### src/rtl/dmp_pkg.sv
package dmp_pkg;
  // Structural ratios of the prescaler.
  localparam int CORE_LOW  = 4;              // short core period
  localparam int RATIO_LOW = 2 * CORE_LOW;   // overall low modulus
  localparam int RATIO_HI  = RATIO_LOW + 1;  // overall high modulus
  localparam int GAP_W     = $clog2(RATIO_HI + 1) + 1;

  // Core state: two Johnson flops plus one stretch flop.
  typedef struct packed {
    logic       stretch;
    logic [1:0] jc;
  } core_st_t;

  localparam logic [1:0] JC_LAST = 2'b10;
endpackage

### src/rtl/dmp_core45.sv
module dmp_core45
  import dmp_pkg::*;
(
  input  logic clk_in,
  input  logic srst,
  input  logic stretch_en,
  output logic wrap
);
  core_st_t st;
  logic     at_last;
  logic     take;

  assign at_last = (st.jc == JC_LAST) && !st.stretch;
  assign take    = at_last && stretch_en;
  // The core period closes on the last Johnson state, or on the stretch state.
  assign wrap    = st.stretch || (at_last && !stretch_en);

  // Stretch gating sits directly in each flop's next-state term.
  always_ff @(posedge clk_in) begin
    if (srst) begin
      st <= '0;
    end else begin
      st.stretch <= take;
      st.jc[1]   <= !st.stretch && (take || st.jc[0]);
      st.jc[0]   <= !st.stretch && !take && !st.jc[1];
    end
  end

  // the stretch state is entered only after the enable was seen.
  assert_stretch_gated_R8: assert property (@(posedge clk_in) disable iff (srst)
    st.stretch |-> $past(stretch_en));
  // never two stretch cycles back to back.
  assert_stretch_single_R8: assert property (@(posedge clk_in) disable iff (srst)
    st.stretch |=> !st.stretch);
endmodule

### src/rtl/dmp_half_stage.sv
module dmp_half_stage (
  input  logic clk_in,
  input  logic srst,
  input  logic adv,
  output logic half
);
  always_ff @(posedge clk_in) begin
    if (srst)     half <= 1'b0;
    else if (adv) half <= !half;
  end

  // the divide-by-two stage moves only on a completed core period.
  assert_half_moves_on_wrap_R3: assert property (@(posedge clk_in) disable iff (srst)
    !$stable(half) |-> $past(adv));
endmodule

### src/rtl/dmp_mod_latch.sv
module dmp_mod_latch (
  input  logic clk_in,
  input  logic srst,
  input  logic capture,
  input  logic mod_in,
  output logic mod_q
);
  always_ff @(posedge clk_in) begin
    if (srst || capture) mod_q <= mod_in;
  end
endmodule

### src/rtl/dmp_prescaler.sv
module dmp_prescaler
  import dmp_pkg::*;
(
  input  logic clk_in,
  input  logic srst,
  input  logic mod_sel,
  output logic div_out,
  output logic period_tick
);
  logic wrap;
  logic half;
  logic mod_q;
  logic boundary;
  logic stretch_en;

  assign stretch_en = mod_q && half;
  assign boundary   = wrap && half;

  dmp_core45 u_core (
    .clk_in     (clk_in),
    .srst       (srst),
    .stretch_en (stretch_en),
    .wrap       (wrap)
  );

  dmp_half_stage u_half (
    .clk_in (clk_in),
    .srst   (srst),
    .adv    (wrap),
    .half   (half)
  );

  dmp_mod_latch u_mod (
    .clk_in  (clk_in),
    .srst    (srst),
    .capture (boundary),
    .mod_in  (mod_sel),
    .mod_q   (mod_q)
  );

  always_ff @(posedge clk_in) begin
    if (srst) period_tick <= 1'b0;
    else      period_tick <= boundary;
  end

  assign div_out = half;

  // Checker state: reset history and cycles since the last tick.
  logic             rst_q;
  logic [GAP_W-1:0] gap;
  always_ff @(posedge clk_in) begin
    rst_q <= srst;
    if (srst)             gap <= '0;
    else if (period_tick) gap <= GAP_W'(1);
    else                  gap <= gap + GAP_W'(1);
  end

  // tick spacing is one of the two legal ratios.
  assert_period_len_R1: assert property (@(posedge clk_in) disable iff (srst)
    period_tick |-> (gap == GAP_W'(RATIO_LOW) || gap == GAP_W'(RATIO_HI)));
  // the latched modulus changes only at a period boundary.
  assert_mod_at_boundary_R4: assert property (@(posedge clk_in) disable iff (srst)
    (!$stable(mod_q) && !rst_q) |-> period_tick);
  // tick lands in the low phase and lasts one cycle.
  assert_tick_low_phase_R7: assert property (@(posedge clk_in) disable iff (srst)
    period_tick |-> !div_out);
  assert_tick_single_R7: assert property (@(posedge clk_in) disable iff (srst)
    period_tick |=> !period_tick);
  // outputs are quiet in the cycle after a reset edge.
  assert_reset_quiet_R5: assert property (@(posedge clk_in)
    rst_q |-> (!div_out && !period_tick));
endmodule

### config.mk
export PLATFORM = sky130hd
export DESIGN_NAME = dmp_prescaler
export DESIGN_NICKNAME = d
export VERILOG_FILES = /design/src/rtl/dmp_pkg.sv /design/src/rtl/dmp_core45.sv /design/src/rtl/dmp_half_stage.sv /design/src/rtl/dmp_mod_latch.sv /design/src/rtl/dmp_prescaler.sv
export SDC_FILE = /design/constraint.sdc
export NUM_CORES = 1
export LEC_CHECK = 0
export BUFFER_PORTS_ARGS = -buffer_cell sky130_fd_sc_hd__buf_2
export CORE_AREA = 2 2 39 41
export DETAILED_ROUTE_END_ITERATION = 10
export DIE_AREA = 0 0 41 43
export HOLD_SLACK_MARGIN = 0.15
export MAX_ROUTING_LAYER = met4
export PLACE_DENSITY = 0.36
export SLEW_MARGIN = 20
export SYNTH_ARGS = -nofsm -noshare
export SYNTH_HDL_FRONTEND = slang
export SYNTH_HIERARCHICAL = 1
export SYNTH_SLANG_ARGS = --single-unit
### constraint.sdc
create_clock -name clk_in -period 1.15 [get_ports clk_in]
set_input_delay 0.345 -clock clk_in [delete_from_list [all_inputs] [get_ports clk_in]]
set_output_delay 0.345 -clock clk_in [all_outputs]
set_load 0.05 [all_outputs]
Yosys cells after proc, flatten, opt, wreduce, memory -nomap -nowiden
Index checks and enable logic that the tools add are counted.
{"block": "classes", "n_eq_ne": 1, "n_reduce_logical": 16}
{"op": "logical AND 1 bit", "count": 8}
{"op": "logical NOT 1 bit", "count": 5}
{"op": "logical OR 1 bit", "count": 3}
{"op": "equality test 2 bit, second input constant", "count": 1}
{"block": "totals", "elab_cells": 22, "register_bits": 6, "out_inout_bits": 2}

Longest topological paths before layout
{"block": "depth", "depth_word": 6, "mapped_depth": 4, "depth_no_buf": 4}

Cells and area by module
Netlist, hierarchy kept.
{"module": "dmp_core45", "seq_area_each_um2": 60.1, "area_per_inst_um2": 103.8, "n_inst": 1, "cells_per_inst": 9}
{"module": "dmp_prescaler", "seq_area_each_um2": 20.0, "area_per_inst_um2": 42.5, "n_inst": 1, "cells_per_inst": 4}
{"module": "dmp_mod_latch", "seq_area_each_um2": 30.0, "area_per_inst_um2": 36.3, "n_inst": 1, "cells_per_inst": 2}
{"module": "dmp_half_stage", "seq_area_each_um2": 20.0, "area_per_inst_um2": 32.5, "n_inst": 1, "cells_per_inst": 3}

Worst setup path after synthesis
No wires, ideal clock.
{"block": "synth_path", "path_kind": "reg-to-reg", "start": "reg u_half.half", "end": "reg u_mod.mod_q (enable)", "arrival_ps": 1395, "setup_time_ps": 247, "period_less_slack_ps": 1642, "slack_ps": -492, "path_stages_with_launch": 5, "cell_sequence": "dfxtp_1 -> and2_1 -> o21bai_1 -> and2_2 -> or2_1"}
{"block": "synth_between", "elab_chain_len": 6}
{"item": "from (decl)", "line_no": "dmp_half_stage.sv:5", "source": "output logic half"}
{"item": "from (signal assigned)", "line_no": "dmp_half_stage.sv:9", "source": "else if (adv) half <= !half;"}
{"item": "logical AND 1 bit", "line_no": "dmp_prescaler.sv:16", "source": "assign stretch_en = mod_q && half;"}
{"item": "via stretch_en", "line_no": "dmp_prescaler.sv:14", "source": "logic stretch_en;"}
{"item": "logical NOT 1 bit", "line_no": "dmp_core45.sv:16", "source": "assign wrap = st.stretch || (at_last && !stretch_en);"}
{"item": "logical AND 1 bit", "line_no": "dmp_core45.sv:16"}
{"item": "logical OR 1 bit", "line_no": "dmp_core45.sv:16"}
{"item": "via wrap", "line_no": "dmp_prescaler.sv:10", "source": "logic wrap;"}
{"item": "logical AND 1 bit", "line_no": "dmp_prescaler.sv:17", "source": "assign boundary = wrap && half;"}
{"item": "via boundary", "line_no": "dmp_prescaler.sv:13", "source": "logic boundary;"}
{"item": "logical OR 1 bit", "line_no": "dmp_mod_latch.sv:9", "source": "if (srst || capture) mod_q <= mod_in;"}
{"item": "to (signal assigned)", "line_no": "dmp_mod_latch.sv:9"}
{"item": "to (decl)", "line_no": "dmp_mod_latch.sv:6", "source": "output logic mod_q"}
The timed path passes the listed nets, and every way through them passes these cells.
A chain may end at the register's enable or synchronous reset.

Worst setup path in the final report
{"block": "layout_path", "start": "reg u_half.half", "end": "out div_out"}
{"item": "to (decl)", "line_no": "dmp_prescaler.sv:7", "source": "output logic div_out,"}
No word-level cell between the ends.

==> reports/metrics.yaml <==
power_and_ir_drop:
  power_frac_comb: 0.145
  p_leak_nw: 0.160
  pwr-share-clk: 0.411
  peakVddDrop_v: 0.000412
  p_seq_frac: 0.444
  switching_share: 0.234
  power_density_mw_per_mm2: 1410
  switching_power_mw: 0.122
  p_int_mw: 0.399
synth:
  yosys.area.top_type: "dfxtp_1"
  ys_types: 13
  synthesis.area_sq_um: 215
  post_synth.cell_area_avg_sq_um: 12.0
  synthTopCellsByArea: "dfxtp_1 47%, edfxtp_1 14%, nor4b_2 7.0%, nor3_1 4.7%, and3b_1 4.1%"
  synth-seq-cells: 6
  yosysWarnings: 6
  yosysSeqAreaShare: 0.605
  synth_top_area_frac: 0.465
  syn-num-nets: 21
  syn_inst: 18
worst_hold_path:
  hold_end: "u_mod/mod_q$_DFFE_PP_"
  hold_path_depth: 1
  hp-class: "input port to flip-flop"
  hp-start: "mod_sel"
critical_path:
  reg2regPathDepth: 4
  cp_max_fo: 2
  critPathCaptureType: "primary output"
  critPathKind: "flip-flop to primary output"
  cp.arrival_ps: 840
  cp-start-kind: "flip-flop"
  max_stage_delay_ps: 340
  crit_chain: "buf_6 -> buf_8"
  r2r_setup_slack_ps: 0
  cp_slowest_cell: "dfxtp_4"
  r2r_end: "u_mod/mod_q$_DFFE_PP_"
  r2r-start: "u_half/half$_SDFFE_PP0P_"
  required_ps: 810
finish:
  layout_common_cells: "6 x buf_4, 4 x dfxtp_1, 3 x clkbuf_4"
  layout.nets: 36
  final_cell_count_no_fill: 48
  antennaDiodeCount: 0
  layout_commonest_cell: "buf_4"
  drive_gt1_frac: 0.594
  area_growth_pct: 71.5
grt:
  busiest_layer: "met4"
  antenna_found_initial: 0
  grt_pass1_wl_um: 786
  use_met1: 0.0747
  grt_pass1_vias: 192
  track_usage: 0.0774
  overflow: 0
  grt_start_max_net_pins: 7
  use_met3: 0.0314
  use_met2: 0.0969
timing:
  fin_crit_ps: 1180
  final-max-slew-violation-count: 0
  finalCritPeriodShare: 1.03
  rsz0062_at_grt: "yes"
  max_clock_freq_mhz: 844
  hold_viol_final: 0
  whs_ps: 271
  relSlewSlack: 0.868
  worstMarginPinSlew_ps: 198
  setup_ws_ps: -34.2
  clock_skew_ps: 7.09
  setup_viol_count_final: 1
placed_design:
  dp.cells: 42
  port_buffers: 4
  dp_hpwl_um: 288
  place.gp.congestion: 0.677
die:
  num_rows: 14
  dieArea_sq_mm: 0.00176
  die_x_um: 41
  ios: 5
  die_h_um: 43
  initial_core_util: 0.156
  core_sq_mm: 0.00138
clocking:
  hold_buffers: 0
  htreeDepth: 1
  cts_root_buffer: "clkbuf_4"
  path_clk_slew_ps: 50
  cts_buffers: 3
  clock_latency_ps: 250
  cts_tree: "done"
  cts_buffer_depth: 2
  clock_sinks: 6
detailed_routing:
  drtIter0Drc: 1
  vias_per_cell: 3.50
  ant_nets: 0
  routedWlPerCell_um: 8.44
  firstDrtPassIters: 2
  vias: 168
  drt_wl_total_um: 405
  drc: 0
run_status:
  status: "complete, but fails checks"
  violations: "setup timing"
run:
  maxCapViolCount: 0
-- worst max path at each step --
stage / from / end
global placement: u_core/st[0]$_SDFF_PP0_ / u_mod/mod_q$_DFFE_PP_
floorplan: u_half/half$_SDFFE_PP0P_ / u_mod/mod_q$_DFFE_PP_
global route: u_half/half$_SDFFE_PP0P_ / div_out
CTS: u_half/half$_SDFFE_PP0P_ / div_out
detailed placement: u_core/st[0]$_SDFF_PP0_ / u_mod/mod_q$_DFFE_PP_
finish: u_half/half$_SDFFE_PP0P_ / div_out
-- critical path, delay by kind of cell (launching register included) --
family   cells  cell delay (ps)
buf+inv      2              250
flops        1              340
-- cell usage after synthesis, drive strengths merged --
cell / instances
dfxtp: 5
and2: 2
nor3: 2
a21oi: 1
and3b: 1
edfxtp: 1
nand2b: 1
nor2: 1
nor4b: 1
o21bai: 1
or2: 1
xnor2: 1
-- final cells by class --
cell class,count,area (sq um)
repair buffers,10,81.3
flip-flops and latches,6,134
well taps,16,20.0
fillers,140,1010
multi-input cells,12,108
clock buffers,4,26.3
-- timing repair --
item	4_1_cts	5_1_grt
cloned	0	0
setup buffers	2	0
pin swaps	1	1
endpoints found under the setup margin	2	3
gates resized for setup	5	2
-- stage by stage --
stage	cell area [sq um]	power, mW	setup slack [ps]	util	TNS, ps
2_1_floorplan	234	0.268	-121	-	-121
3_3_place_gp	304	0.290	-0.639	0.220	-0.639
3_5_place_dp	304	0.290	-8.07	0.220	-8.07
4_1_cts	367	0.532	-42.3	0.265	-56.1
5_1_grt	369	0.564	-69.4	0.267	-132
6_report	369	0.520	-34.2	0.267	-34.2
-- logic make-up (layout without fill, tap and decap cells) --
| logic type | after synthesis | after routing | share of synthesized area |
|---|---|---|---|
| compound gates | 2 | 2 | 0.0581 |
| xor+xnor | 1 | 1 | 0.0407 |
| flops | 6 | 6 | 0.605 |
| buf+inv | 0 | 14 | 0 |
| simple gates | 9 | 9 | 0.297 |
-- per-layer routing --
layer / wire length (um) / up-vias
met5: 0 / -
met4: 0 / 0
met3: 5 / 0
met2: 221 / 1
met1: 177 / 76
li1: - / 91
-- state kept, by name (all words and copies together), names as in the netlist --
| name | count |
|---|---|
| u_core/st | 3 |
| period_tick | 1 |
| u_half/half | 1 |
| u_mod/mod_q | 1 |
-- power groups by stage --
stage	Sequential [mW]	Combinational (mW)	Clock, mW
after floorplan	0.246	0.0226	0
after global placement	0.233	0.0564	0
after detailed placement	0.234	0.0569	0
after CTS	0.231	0.0748	0.226
after global routing	0.233	0.0813	0.250
final	0.231	0.0755	0.214
No activity file was read; power rests on OpenSTA's default activity.
